$ cat config.mk
export PLATFORM = sky130hd
export DESIGN_NAME = prescaled_timer
export DESIGN_NICKNAME = d
export VERILOG_FILES = /design/src/rtl/ptimer_pkg.sv /design/src/rtl/ptimer_src.sv /design/src/rtl/ptimer_prescale.sv /design/src/rtl/ptimer_count.sv /design/src/rtl/ptimer_irq.sv /design/src/rtl/prescaled_timer.sv
export SDC_FILE = /design/constraint.sdc
export NUM_CORES = 1
export LEC_CHECK = 0
export BUFFER_PORTS_ARGS = -buffer_cell sky130_fd_sc_hd__buf_2
export CAP_MARGIN = 20
export CORE_MARGIN = 10
export CORE_UTILIZATION = 48
export DETAILED_ROUTE_END_ITERATION = 8
export GPL_TIMING_DRIVEN = 0
export PLACE_DENSITY = 0.75
export SLEW_MARGIN = 25
export SYNTH_ARGS = -nofsm -noshare
export SYNTH_HDL_FRONTEND = slang
export SYNTH_SLANG_ARGS = --single-unit
$ cat constraint.sdc
create_clock -name clk -period 2.6 [get_ports clk]
set_clock_uncertainty 0.2 [all_clocks]
set_input_delay 0 -clock clk [delete_from_list [all_inputs] [get_ports clk]]
set_output_delay 0 -clock clk [all_outputs]
set_load 0.02 [all_outputs]
$ cat src/rtl/ptimer_pkg.sv
package ptimer_pkg;
  localparam int RATIO_W = 3;
  localparam int CTRL_W  = 8;

  // Control word layout, MSB first
  typedef struct packed {
    logic               run;
    logic               narrow;
    logic               ext_sel;
    logic               fall_sel;
    logic               bypass;
    logic [RATIO_W-1:0] ratio;
  } ctrl_t;
endpackage

$ cat src/rtl/ptimer_src.sv
module ptimer_src #(
  parameter int SYNC_STAGES = 2
) (
  input  logic clk,
  input  logic rst,
  input  logic ext_in,
  input  logic tick_in,
  input  logic ext_sel,
  input  logic fall_sel,
  input  logic run,
  output logic tick_out
);
  // chain[SYNC_STAGES-1] is the synchronized level, chain[SYNC_STAGES] its previous value
  logic [SYNC_STAGES:0] chain;
  logic rise, fall, ext_tick;

  always_ff @(posedge clk) begin
    if (rst) chain <= '0;
    else     chain <= {chain[SYNC_STAGES-1:0], ext_in};
  end

  assign rise     = chain[SYNC_STAGES-1] & ~chain[SYNC_STAGES];
  assign fall     = ~chain[SYNC_STAGES-1] & chain[SYNC_STAGES];
  assign ext_tick = fall_sel ? fall : rise;
  assign tick_out = run & (ext_sel ? ext_tick : tick_in);
endmodule

$ cat src/rtl/ptimer_prescale.sv
module ptimer_prescale #(
  parameter int PRE_W   = 8,
  parameter int RATIO_W = 3
) (
  input  logic               clk,
  input  logic               rst,
  input  logic               src_tick,
  input  logic               bypass,
  input  logic [RATIO_W-1:0] ratio,
  input  logic               clear,
  output logic               step,
  output logic [PRE_W-1:0]   pre_count
);
  localparam logic [PRE_W-1:0] ONE = PRE_W'(1);

  logic [RATIO_W:0]   shamt;
  logic [PRE_W-1:0]   mask;
  logic               period_end;

  // divide by 2^(ratio+1): advance when the low ratio+1 bits are all ones
  assign shamt      = {1'b0, ratio} + {{RATIO_W{1'b0}}, 1'b1};
  assign mask       = (ONE << shamt) - ONE;
  assign period_end = (pre_count & mask) == mask;
  assign step       = src_tick & (bypass | period_end);

  always_ff @(posedge clk) begin
    if (rst || bypass || clear) pre_count <= '0;
    else if (src_tick)          pre_count <= pre_count + ONE;
  end
endmodule

$ cat src/rtl/ptimer_count.sv
module ptimer_count #(
  parameter int CNT_W    = 16,
  parameter int NARROW_W = 8
) (
  input  logic             clk,
  input  logic             rst,
  input  logic             load,
  input  logic [CNT_W-1:0] load_val,
  input  logic             step,
  input  logic             narrow,
  output logic [CNT_W-1:0] cnt,
  output logic             wrap
);
  localparam logic [NARROW_W-1:0] ONE_N = NARROW_W'(1);
  localparam logic [CNT_W-1:0]    ONE_W = CNT_W'(1);

  logic at_top;

  assign at_top = narrow ? (&cnt[NARROW_W-1:0]) : (&cnt);
  assign wrap   = step & ~load & at_top;

  always_ff @(posedge clk) begin
    if (rst)       cnt <= '0;
    else if (load) cnt <= load_val;
    else if (step) begin
      if (narrow) cnt <= {cnt[CNT_W-1:NARROW_W], cnt[NARROW_W-1:0] + ONE_N};
      else        cnt <= cnt + ONE_W;
    end
  end
endmodule

$ cat src/rtl/ptimer_irq.sv
module ptimer_irq (
  input  logic clk,
  input  logic rst,
  input  logic set,
  input  logic clr,
  input  logic ie_we,
  input  logic ie_d,
  output logic flag,
  output logic ie,
  output logic irq
);
  logic flag_n, ie_n;

  assign flag_n = set | (flag & ~clr);
  assign ie_n   = ie_we ? ie_d : ie;

  always_ff @(posedge clk) begin
    if (rst) begin
      flag <= 1'b0;
      ie   <= 1'b0;
      irq  <= 1'b0;
    end else begin
      flag <= flag_n;
      ie   <= ie_n;
      irq  <= flag_n & ie_n;
    end
  end
endmodule

$ cat src/rtl/prescaled_timer.sv
module prescaled_timer #(
  parameter int CNT_W       = 16,
  parameter int NARROW_W    = 8,
  parameter int PRE_W       = 8,
  parameter int SYNC_STAGES = 2
) (
  input  logic                           clk,
  input  logic                           rst,
  input  logic                           ctrl_we,
  input  logic [ptimer_pkg::CTRL_W-1:0]  ctrl_wdata,
  input  logic                           cnt_we,
  input  logic [CNT_W-1:0]               cnt_wdata,
  output logic [CNT_W-1:0]               cnt_q,
  input  logic                           tick_en,
  input  logic                           ext_in,
  input  logic                           ie_we,
  input  logic                           ie_wdata,
  input  logic                           flag_clr,
  output logic                           ovf_flag,
  output logic                           irq
);
  import ptimer_pkg::*;

  ctrl_t            ctrl_r;
  logic             src_tick;
  logic             step;
  logic             wrap;
  logic             ie_r;
  logic [PRE_W-1:0] pre_count;

  always_ff @(posedge clk) begin
    if (rst)          ctrl_r <= '0;
    else if (ctrl_we) ctrl_r <= ctrl_t'(ctrl_wdata);
  end

  ptimer_src #(.SYNC_STAGES(SYNC_STAGES)) u_src (
    .clk(clk), .rst(rst), .ext_in(ext_in), .tick_in(tick_en),
    .ext_sel(ctrl_r.ext_sel), .fall_sel(ctrl_r.fall_sel), .run(ctrl_r.run),
    .tick_out(src_tick)
  );

  ptimer_prescale #(.PRE_W(PRE_W), .RATIO_W(RATIO_W)) u_pre (
    .clk(clk), .rst(rst), .src_tick(src_tick), .bypass(ctrl_r.bypass),
    .ratio(ctrl_r.ratio), .clear(cnt_we), .step(step), .pre_count(pre_count)
  );

  ptimer_count #(.CNT_W(CNT_W), .NARROW_W(NARROW_W)) u_cnt (
    .clk(clk), .rst(rst), .load(cnt_we), .load_val(cnt_wdata), .step(step),
    .narrow(ctrl_r.narrow), .cnt(cnt_q), .wrap(wrap)
  );

  ptimer_irq u_irq (
    .clk(clk), .rst(rst), .set(wrap), .clr(flag_clr), .ie_we(ie_we),
    .ie_d(ie_wdata), .flag(ovf_flag), .ie(ie_r), .irq(irq)
  );
endmodule

==> results of run 1 <==
[where the power goes]
group          switching (uW)  internal (uW)  total (uW)  leakage, uW
Combinational             140            133         272     0.000847
Clock                     203            180         383    0.0000438
Sequential               32.3            609         641     0.000314
Total                     375            921        1300      0.00120
[state kept, by name (all words and copies together) (netlist names)]
name             count
ctrl_r               8
u_cnt.cnt           16
u_irq.flag           1
u_irq.ie             1
u_irq.irq            1
u_pre.pre_count      8
u_src.chain          3
[cell usage after synthesis (2+ instances only)]
master	instances	area, sq um
dfxtp_1	38	761
nor2_1	36	135
nand2_1	18	67.6
inv_1	13	48.8
mux2i_1	13	130
clkbuf_1	9	33.8
a21oi_1	8	40.0
nor3_1	8	40.0
nand4_1	6	37.5
xnor2_1	6	52.6
a31oi_1	5	31.3
nand3_1	5	25.0
nor2b_1	5	31.3
nor4_1	5	31.3
o31a_1	5	43.8
and3_1	4	25.0
xor2_1	4	35.0
ha_1	3	37.5
nand3b_1	3	22.5
o21ai_0	3	15.0
or3_1	3	18.8
a21boi_1	2	15.0
a21o_1	2	15.0
a311oi_1	2	17.5
a311oi_2	2	30.0
a41oi_1	2	17.5
and4_1	2	17.5
buf_1	2	7.51
buf_4	2	15.0
nand3_2	2	20.0
nor3b_2	2	25.0
nor4b_1	2	17.5
o211ai_1	2	15.0
[worst paths after layout]
kind	slack, ns	end
setup / recovery	0.08	u_cnt.cnt[4]$_SDFFE_PP0P_
hold / removal	0.07	ctrl_r[0]$_SDFFE_PP0P_
setup reg to reg	0.08	u_cnt.cnt[4]$_SDFFE_PP0P_
hold reg to reg	0.26	u_src.chain[1]$_SDFF_PP0_
[layout by cell type, fill, tap and decap left out, types with 6 or more instances in the layout]
cell type,count
dfxtp_1,35
nor3_1,8
nor2_1,35
clkbuf_1,9
buf_2,50
dlygate4sd3_1,29
buf_4,9
a21oi_1,8
xnor2_1,6
nand2_1,17
inv_1,12
nand4_1,6
mux2i_1,13
[what timing repair did]
item / 4_1_cts / 5_1_grt
hold buffers: 29 / 0
buffers inserted: 3 / 6
hold endpoints to repair: 28 / 0
resized for setup: 14 / 6
cloned: 1 / 1
setup endpoints to repair: 14 / 17
pin swaps: 3 / 8
[through the flow]
step	cell area (sq um)	power, uW
final	2970	1300
after global routing	2970	1370
after CTS	2910	1300
after detailed placement	2460	862
after global placement	2460	857
after floorplan	2150	789
[worst min-delay path, stage by stage]
cell and delay (ns):
clkbuf_1 0.26, mux2i_1 0.19, nor2_1 0.07
[routing by layer]
layer,vias up,track usage,part of all wire
li1,1104,-,-
met1,1035,0.199,0.42
met2,83,0.277,0.49
met3,7,0.0412,0.070
met4,0,0.0574,0.014
met5,-,0,0
[area by class of cell]
class                      instances  area, sq um  share of cell area
timing repair buffer              88          608               0.205
inverter                          13         48.8              0.0164
tap                               52         65.1              0.0219
clock inverter                     2         10.0             0.00337
clock buffer                       5         68.8              0.0232
sequential                        38          769               0.259
buffer                            13         63.8              0.0215
multi-input combinational        186         1340               0.450
[cell families after synthesis]
family                     synth area share
AOI/OAI and AO/OA                     0.202
xor gates and xnor gates             0.0407
DFF                                   0.353
buffers and inverters                0.0512
adders and majority gates            0.0174
and+or+nand+nor                       0.273
muxes                                0.0605
other                               0.00174
==> impl_metrics.ini, run 1 <==
[run_status]
status = completed

[placed_design]
place_hpwl_mm = 4.17
gp_congestion = 0.866
pre_cts_slack_ns = -0.114
dp_cells = 351
port_buffers = 48

[critical_path]
crit_buf_inv = 1
worst_setup_path_end_kind = register
setup.worst_path.start = ctrl_r[1]$_SDFFE_PP0P_
crit_path_start_kind = register
crit_type = reg2reg
critical-path-top-delay-family = compound AO/OA/AOI/OAI gates
cp.arrival_ns = 2.50
required_ns = 2.58
max_stage_delay_ns = 0.36
worst_path_max_delay_cell = dfxtp_4
path_depth = 10
crit_chain = nor2_4 > nand2_2 > ha_4 > nor4b_2 > a31oi_1 > o2111ai_2 > o31ai_4 > buf_6 > a41oi_2 > o31a_1
critPathMaxFanout = 7
reg2reg_from = ctrl_r[1]$_SDFFE_PP0P_
worstRegToRegCells = 10

[layout]
n_fill_cell = 340
final_util = 0.682
drive_above_1_share = 0.264
nets = 381
diodes = 0
syn_to_final_growth_pct = 38.1
final_cells = 397

[timing]
worstMarginPinSlew_ns = 0.615
fmax_mhz = 396
fin_tns_setup_ns = 0
slew_violations = 0
period_minus_slack_ns = 2.52
post-route-period-util = 0.971
fin_ws_ns = 0.0766
hold_viol_final = 0
whs_ns = 0.0667
relSlewSlack = 0.590
finalSetupViolations = 0

[clock_tree]
worst_skew_pair.late_latency_ns = 0.29
root_buffer = clkbuf_8
cts_tree = done
htreeDepth = 2
clk_pin_slew_ns = 0.08
ctsLongestPathBuffers = 2
cts.sinks = 38
cts_buffers = 5

[global_route]
grt_max_degree = 12
antenna_found_initial = 0
grt.overflow.total = 0
grt_usage = 0.165
grt_pass1_vias = 2197
grt_pass1_wl_mm = 10.3

[synthesis]
synth_cell_type_count = 60
synth_edf_count = 0
ys.flop_type = dfxtp_1
avgSynthCellArea_sq_um = 8.57
ys_seq_area_frac = 0.353
synth_seq_cells = 38
syn_nets = 287
ys_async_sr_fraction = 0
synth_area_sq_um = 2150
synthCells = 251
synth_warnings = 0

[power]
cellLeakagePower_uw = 0.00120
p_per_area_nw_per_um2 = 436
peakVddDrop_uv = 250

[routing]
wirelength_mm = 6.26
num_vias = 2229
drc = 0
ant_nets = 0
wl_per_cell_um = 15.8
drt_iter0_markers = 191
drt-pass1-iter-count = 4
avgViaCountPerCell = 5.61

[floorplanning]
coreArea_sq_um = 4350
die-area_sq_um = 7560
io_pins = 51
start_util = 0.494
std_cell_rows = 24
die_x_um = 87.0
die_h_um = 87.0

[hold_path]
hold_path_depth = 3
hold_path.class = in2reg
min_from = ctrl_we

[run]
cap_violations = 0
No activity file was read; power rests on OpenSTA's default activity.
==> run 2: changes to the inputs <==
--- a/config.mk
+++ b/config.mk
@@ -6,11 +6,12 @@
 export NUM_CORES = 1
 export LEC_CHECK = 0
 export BUFFER_PORTS_ARGS = -buffer_cell sky130_fd_sc_hd__buf_2
-export CAP_MARGIN = 20
+export CAP_MARGIN = 30
 export CORE_MARGIN = 10
 export CORE_UTILIZATION = 48
 export DETAILED_ROUTE_END_ITERATION = 8
 export GPL_TIMING_DRIVEN = 0
+export HOLD_SLACK_MARGIN = 0.08
 export PLACE_DENSITY = 0.75
 export SLEW_MARGIN = 25
 export SYNTH_ARGS = -nofsm -noshare
==> run 2 against run 1 <==
Net effect: sequential power about the same; non-clock buffer count increased by 7; total power increased by 1.5%; sequential share of layout area decreased by 0.64 points; utilization increased by 1.7 points; register-to-register slack about the same; die area unchanged; fmax decreased by 0.45%; first-iteration DRC count increased by 3.7%; critical path depth unchanged; clock power increased by 2%; highest routed layer unchanged; final area increased by 2.5%.
==> impl_metrics.ini, run 2 (synthesis gave the netlist of run 1 again) <==
[critical_path]
crit_path_start_kind = register
setup.worst_path.start = ctrl_r[1]$_SDFFE_PP0P_
crit_type = reg2reg
crit_end = u_cnt.cnt[4]$_SDFFE_PP0P_
required_ns = 2.58
cp.arrival_ns = 2.52
rrSetupSlack_ns = 0.07
worstRegToRegCells = 10
critPathMaxFanout = 7
worst_setup_path_end_kind = register
worst_r2r_endpoint = u_cnt.cnt[4]$_SDFFE_PP0P_
reg2reg_from = ctrl_r[1]$_SDFFE_PP0P_

[timing]
slew_violations = 0
period_minus_slack_ns = 2.53
post-route-period-util = 0.975
hold_viol_final = 0
whs_ns = 0.0891
worstMarginPinSlew_ns = 0.612
relSlewSlack = 0.592
fmax_mhz = 395
finalSetupViolations = 0

[layout]
final_cells = 404
largest_reg_flops = 16
drive_above_1_share = 0.256
layout_common_cells = buf_2, dlygate4sd3_1, nor2_1, dfxtp_1, nand2_1
layout.area.seq_sq_um = 769
diodes = 0
multi_input_area_sq_um = 1340
reg.largest.list = u_cnt.cnt: 16 flops, ctrl_r: 8 flops, u_pre.pre_count: 8 flops
nets = 388
max_flop_register = u_cnt.cnt
mostFrequentLayoutCell = buf_2
n_fill_cell = 335
final_area_sq_um = 3050
syn_to_final_growth_pct = 41.6

[floorplanning]
die_x_um = 87.0
io_pins = 51
std_cell_rows = 24
coreArea_sq_um = 4350
die-area_sq_um = 7560
start_util = 0.494
die_h_um = 87.0

[routing]
wl_per_cell_um = 15.8
num_vias = 2249
avgViaCountPerCell = 5.57
ant_nets = 0
drc = 0
drt-pass1-iter-count = 4
wirelength_mm = 6.39
drt_iter0_markers = 198

[global_route]
antenna_found_initial = 0
grt.overflow.total = 0
grt_pass1_wl_mm = 10.5
grt_usage = 0.166
grt_pass1_vias = 2244
grt_max_degree = 12

[placed_design]
gp_congestion = 0.866
place_hpwl_mm = 4.17
dp_cells = 351
placed_area_sq_um = 2460
port_buffers = 48

[hold_path]
hold_path.class = in2reg
min_from = ctrl_we

[power]
peakVddDrop_uv = 254
p_switching_uw = 384
p_per_area_nw_per_um2 = 432
cellLeakagePower_uw = 0.00123
p_comb_frac = 0.217
pwr-share-seq = 0.487
p_sw_frac = 0.292
total_power_uw = 1320
clockPowerShare = 0.296
internal-power_uw = 931

[clock_tree]
ctsLongestPathBuffers = 2
cts_tree = done
cts_buffers = 5
cts.sinks = 38
worst_skew_pair.late_latency_ns = 0.29
clk_pin_slew_ns = 0.08
root_buffer = clkbuf_8
htreeDepth = 2

[run]
cap_violations = 0

[run_status]
status = completed
run 2: changes by cell type in the layout (fill, tap and decap cells not counted), sizes merged:
cell         delta
buf             -1
dlygate4sd3     +8
run 2: worst min path at each step:
stage / to / slack, ns / cells past startpoint
2_1_floorplan: u_src.chain[0]$_SDFF_PP0_ / -0.07 / 1
3_3_place_gp: u_src.chain[0]$_SDFF_PP0_ / 0.01 / 2
3_5_place_dp: u_src.chain[0]$_SDFF_PP0_ / 0.03 / 2
4_1_cts: ctrl_r[1]$_SDFFE_PP0P_ / 0.09 / 3
5_1_grt: ctrl_r[1]$_SDFFE_PP0P_ / 0.12 / 3
6_report: ctrl_r[1]$_SDFFE_PP0P_ / 0.09 / 3
run 2: cell type report:
cell class | count | share of cell area
Multi-Input combinational cell | 186 | 0.439
Sequential cell | 38 | 0.253
Timing Repair Buffer | 95 | 0.224
Clock buffer | 5 | 0.0226
Tap cell | 52 | 0.0214
Buffer | 13 | 0.0209
Inverter | 13 | 0.0160
Clock inverter | 2 | 0.00329
run 2: per-layer routing:
metal | up-vias | GRT usage | routed length [um] | share of wire
met5 | - | 0 | 0 | 0
met4 | 0 | 0.0589 | 61 | 0.0095
met3 | 6 | 0.0431 | 489 | 0.077
met2 | 91 | 0.274 | 3100 | 0.48
met1 | 1040 | 0.202 | 2740 | 0.43
li1 | 1112 | - | - | -
run 2: per-stage QoR:
stage                     worst slack (ns)  utilization  setup TNS [ns]
after global placement             -0.0979        0.564          -0.263
final                               0.0652        0.700               0
after global routing               -0.0139        0.700         -0.0139
after CTS                           0.0222        0.687               0
after floorplan                      0.121            -               0
after detailed placement            -0.114        0.564          -0.602
run 2: critical path, cell delays in order (launching register included):
cell and delay (ns):
dfxtp_4 0.36, nor2_4 0.13, nand2_2 0.07, ha_4 0.18
nor4b_2 0.16, a31oi_1 0.22, o2111ai_2 0.23, o31ai_4 0.33
buf_6 0.17, a41oi_2 0.09, o31a_1 0.29
run 2: what timing repair did:
action	in CTS	in global routing
hold endpoints to repair	28	0
resized for setup	14	8
endpoints found under the setup margin	14	17
gates cloned	1	1
buffers inserted	3	5
hold buffers	37	0
pin swaps	3	8
run 2: power by group through the flow:
stage                     Clock, uW  Sequential, uW  Combinational (uW)
final                           389             641                 285
after global routing            421             646                 313
after CTS                       397             640                 273
after detailed placement          0             652                 210
after global placement            0             652                 206
after floorplan                   0             667                 122
==> run 3: changes to the inputs <==
--- a/config.mk
+++ b/config.mk
@@ -8,11 +8,11 @@
 export BUFFER_PORTS_ARGS = -buffer_cell sky130_fd_sc_hd__buf_2
 export CAP_MARGIN = 30
 export CORE_MARGIN = 10
-export CORE_UTILIZATION = 48
+export CORE_UTILIZATION = 53
 export DETAILED_ROUTE_END_ITERATION = 8
 export GPL_TIMING_DRIVEN = 0
 export HOLD_SLACK_MARGIN = 0.08
-export PLACE_DENSITY = 0.75
+export PLACE_DENSITY = 0.79
 export SLEW_MARGIN = 25
 export SYNTH_ARGS = -nofsm -noshare
 export SYNTH_HDL_FRONTEND = slang
==> constraint.sdc (replaced) <==
create_clock -name clk -period 2.35 [get_ports clk]
set_clock_uncertainty 0.2 [all_clocks]
set_input_delay 0 -clock clk [delete_from_list [all_inputs] [get_ports clk]]
set_output_delay 0 -clock clk [all_outputs]
set_load 0.02 [all_outputs]
==> run 3 against run 2 <==
Net effect: the flow now finishes with violations (negative setup slack); non-clock buffer count is 7 higher; sequential power is 12% higher; worst setup slack got worse by 0.18 ns; die area fell by 7.3%; cell count up 1.5%; sequential share of layout area decreased by 1.7 points; hold slack improved by 0.019 ns; global-route usage rose by 3.4 points; final area is 7.9% higher; fmax increased by 3.0%; clock-buffer cell count stayed put; critical path type unchanged.
==> impl_metrics.ini, run 3 (synthesis gave the netlist of run 1 again) <==
[run_status]
status = complete, but fails checks
failed_checks = negative setup slack

[timing]
grt_setup_unrepaired = yes
post-route-period-util = 1.05
fin_ws_ns = -0.112
worstMarginPinSlew_ns = 0.659
relSlewSlack = 0.561
period_minus_slack_ns = 2.46
slew_violations = 0
finalSetupViolations = 10
hold_viol_final = 0
whs_ns = 0.108
fmax_mhz = 406

[critical_path]
crit_type = reg2reg
required_ns = 2.35
crit_path_start_kind = register
worst_setup_path_end_kind = register
critPathMaxFanout = 7
cp.arrival_ns = 2.46

[layout]
diodes = 0
final_area_sq_um = 3290
nets = 395
final_cells = 410
drive_above_1_share = 0.317
syn_to_final_growth_pct = 52.8
largest_reg_flops = 16
max_flop_register = u_cnt.cnt
mostFrequentLayoutCell = buf_2
layout_common_cells = buf_2, dlygate4sd3_1, nor2_1, dfxtp_1, nand2_1
reg.largest.list = u_cnt.cnt: 16 flops, ctrl_r: 8 flops, u_pre.pre_count: 8 flops

[routing]
num_vias = 2454
ant_nets = 0
wl_per_cell_um = 19.0
avgViaCountPerCell = 5.99
drt-pass1-iter-count = 5
drc = 0
wirelength_mm = 7.79
drt_iter0_markers = 275

[global_route]
grt_max_degree = 13
grt.overflow.total = 0
grt_pass1_vias = 2460
grt_pass1_wl_mm = 12.0
grt_util_met1 = 0.228
grt.busiest_layer = met2
globalRouteMet3Util = 0.0557
use_met2 = 0.346
antenna_found_initial = 0
grt_usage = 0.201

[clock_tree]
worst_skew_pair.late_latency_ns = 0.30
clk_pin_slew_ns = 0.08
cts_buffers = 5
cts_tree = done
ctsLongestPathBuffers = 2
cts.sinks = 38
root_buffer = clkbuf_8
htreeDepth = 2

[floorplanning]
start_util = 0.542
std_cell_rows = 23
die_h_um = 83.7
die-area_sq_um = 7010
die_x_um = 83.7
io_pins = 51
coreArea_sq_um = 3970

[power]
total_power_uw = 1650
cellLeakagePower_uw = 0.00131
p_per_area_nw_per_um2 = 501
peakVddDrop_uv = 337

[placed_design]
port_buffers = 48
placed_area_sq_um = 2460
gp_congestion = 0.898
dp_cells = 349
place_hpwl_mm = 4.16
pre_cts_slack_ns = -0.281

[run]
cap_violations = 0

[hold_path]
hold_path.class = in2reg
## run 3: layer usage
layer  vias to the layer above  wire length [um]  share of wire
met5                         -                 0              0
met3                        32               745          0.096
met4                         0               268          0.034
li1                       1129                 -              -
met2                       148              3910           0.50
met1                      1145              2870           0.37
## run 3: final cells by class
type,count,area [sq um]
fillers,225,683
clock inverters,3,40.0
inverters,13,51.3
multi-input cells,186,1450
flip-flops and latches,38,774
well taps,50,62.6
repair buffers,103,782
clock buffers,5,68.8
plain buffers,12,60.1
## run 3: stage by stage
step | TNS [ns] | utilization
after floorplan | 0 | -
after global placement | -2.35 | 0.619
after detailed placement | -3.22 | 0.619
after CTS | -0.570 | 0.786
after global routing | -1.97 | 0.828
final | -0.581 | 0.828
## run 3: what timing repair did
action / 4_1_cts / 5_1_grt
buffers inserted: 11 / 8
hold endpoints to repair: 28 / 0
setup endpoints to repair: 18 / 18
hold buffers: 36 / 0
pin swaps: 14 / 20
resized for setup: 25 / 27
## run 3: power breakdown
group	total, uW	internal [uW]	switching, uW
logic	364	183	181
clock network	568	313	256
registers	717	673	43.7
## run 3: worst max-delay path, cell delays in order (launching register included)
cell and delay (ns):
dfxtp_4 0.36, nor2_4 0.04, nand2_2 0.07, ha_4 0.17, or4b_4 0.46, o31a_1 0.14
o2111ai_4 0.10, o31ai_4 0.11, buf_6 0.15, buf_6 0.12, and4_1 0.17, o31a_1 0.27
## run 3: worst paths after layout
path,from,to,slack (ns),cells past startpoint
min,ctrl_we,ctrl_r[7]$_SDFFE_PP0P_,0.11,3
max,ctrl_r[0]$_SDFFE_PP0P_,u_cnt.cnt[8]$_SDFFE_PP0P_,-0.11,11
min reg2reg,u_src.chain[0]$_SDFF_PP0_,u_src.chain[1]$_SDFF_PP0_,0.27,1
max reg2reg,ctrl_r[0]$_SDFFE_PP0P_,u_cnt.cnt[8]$_SDFFE_PP0P_,-0.11,11
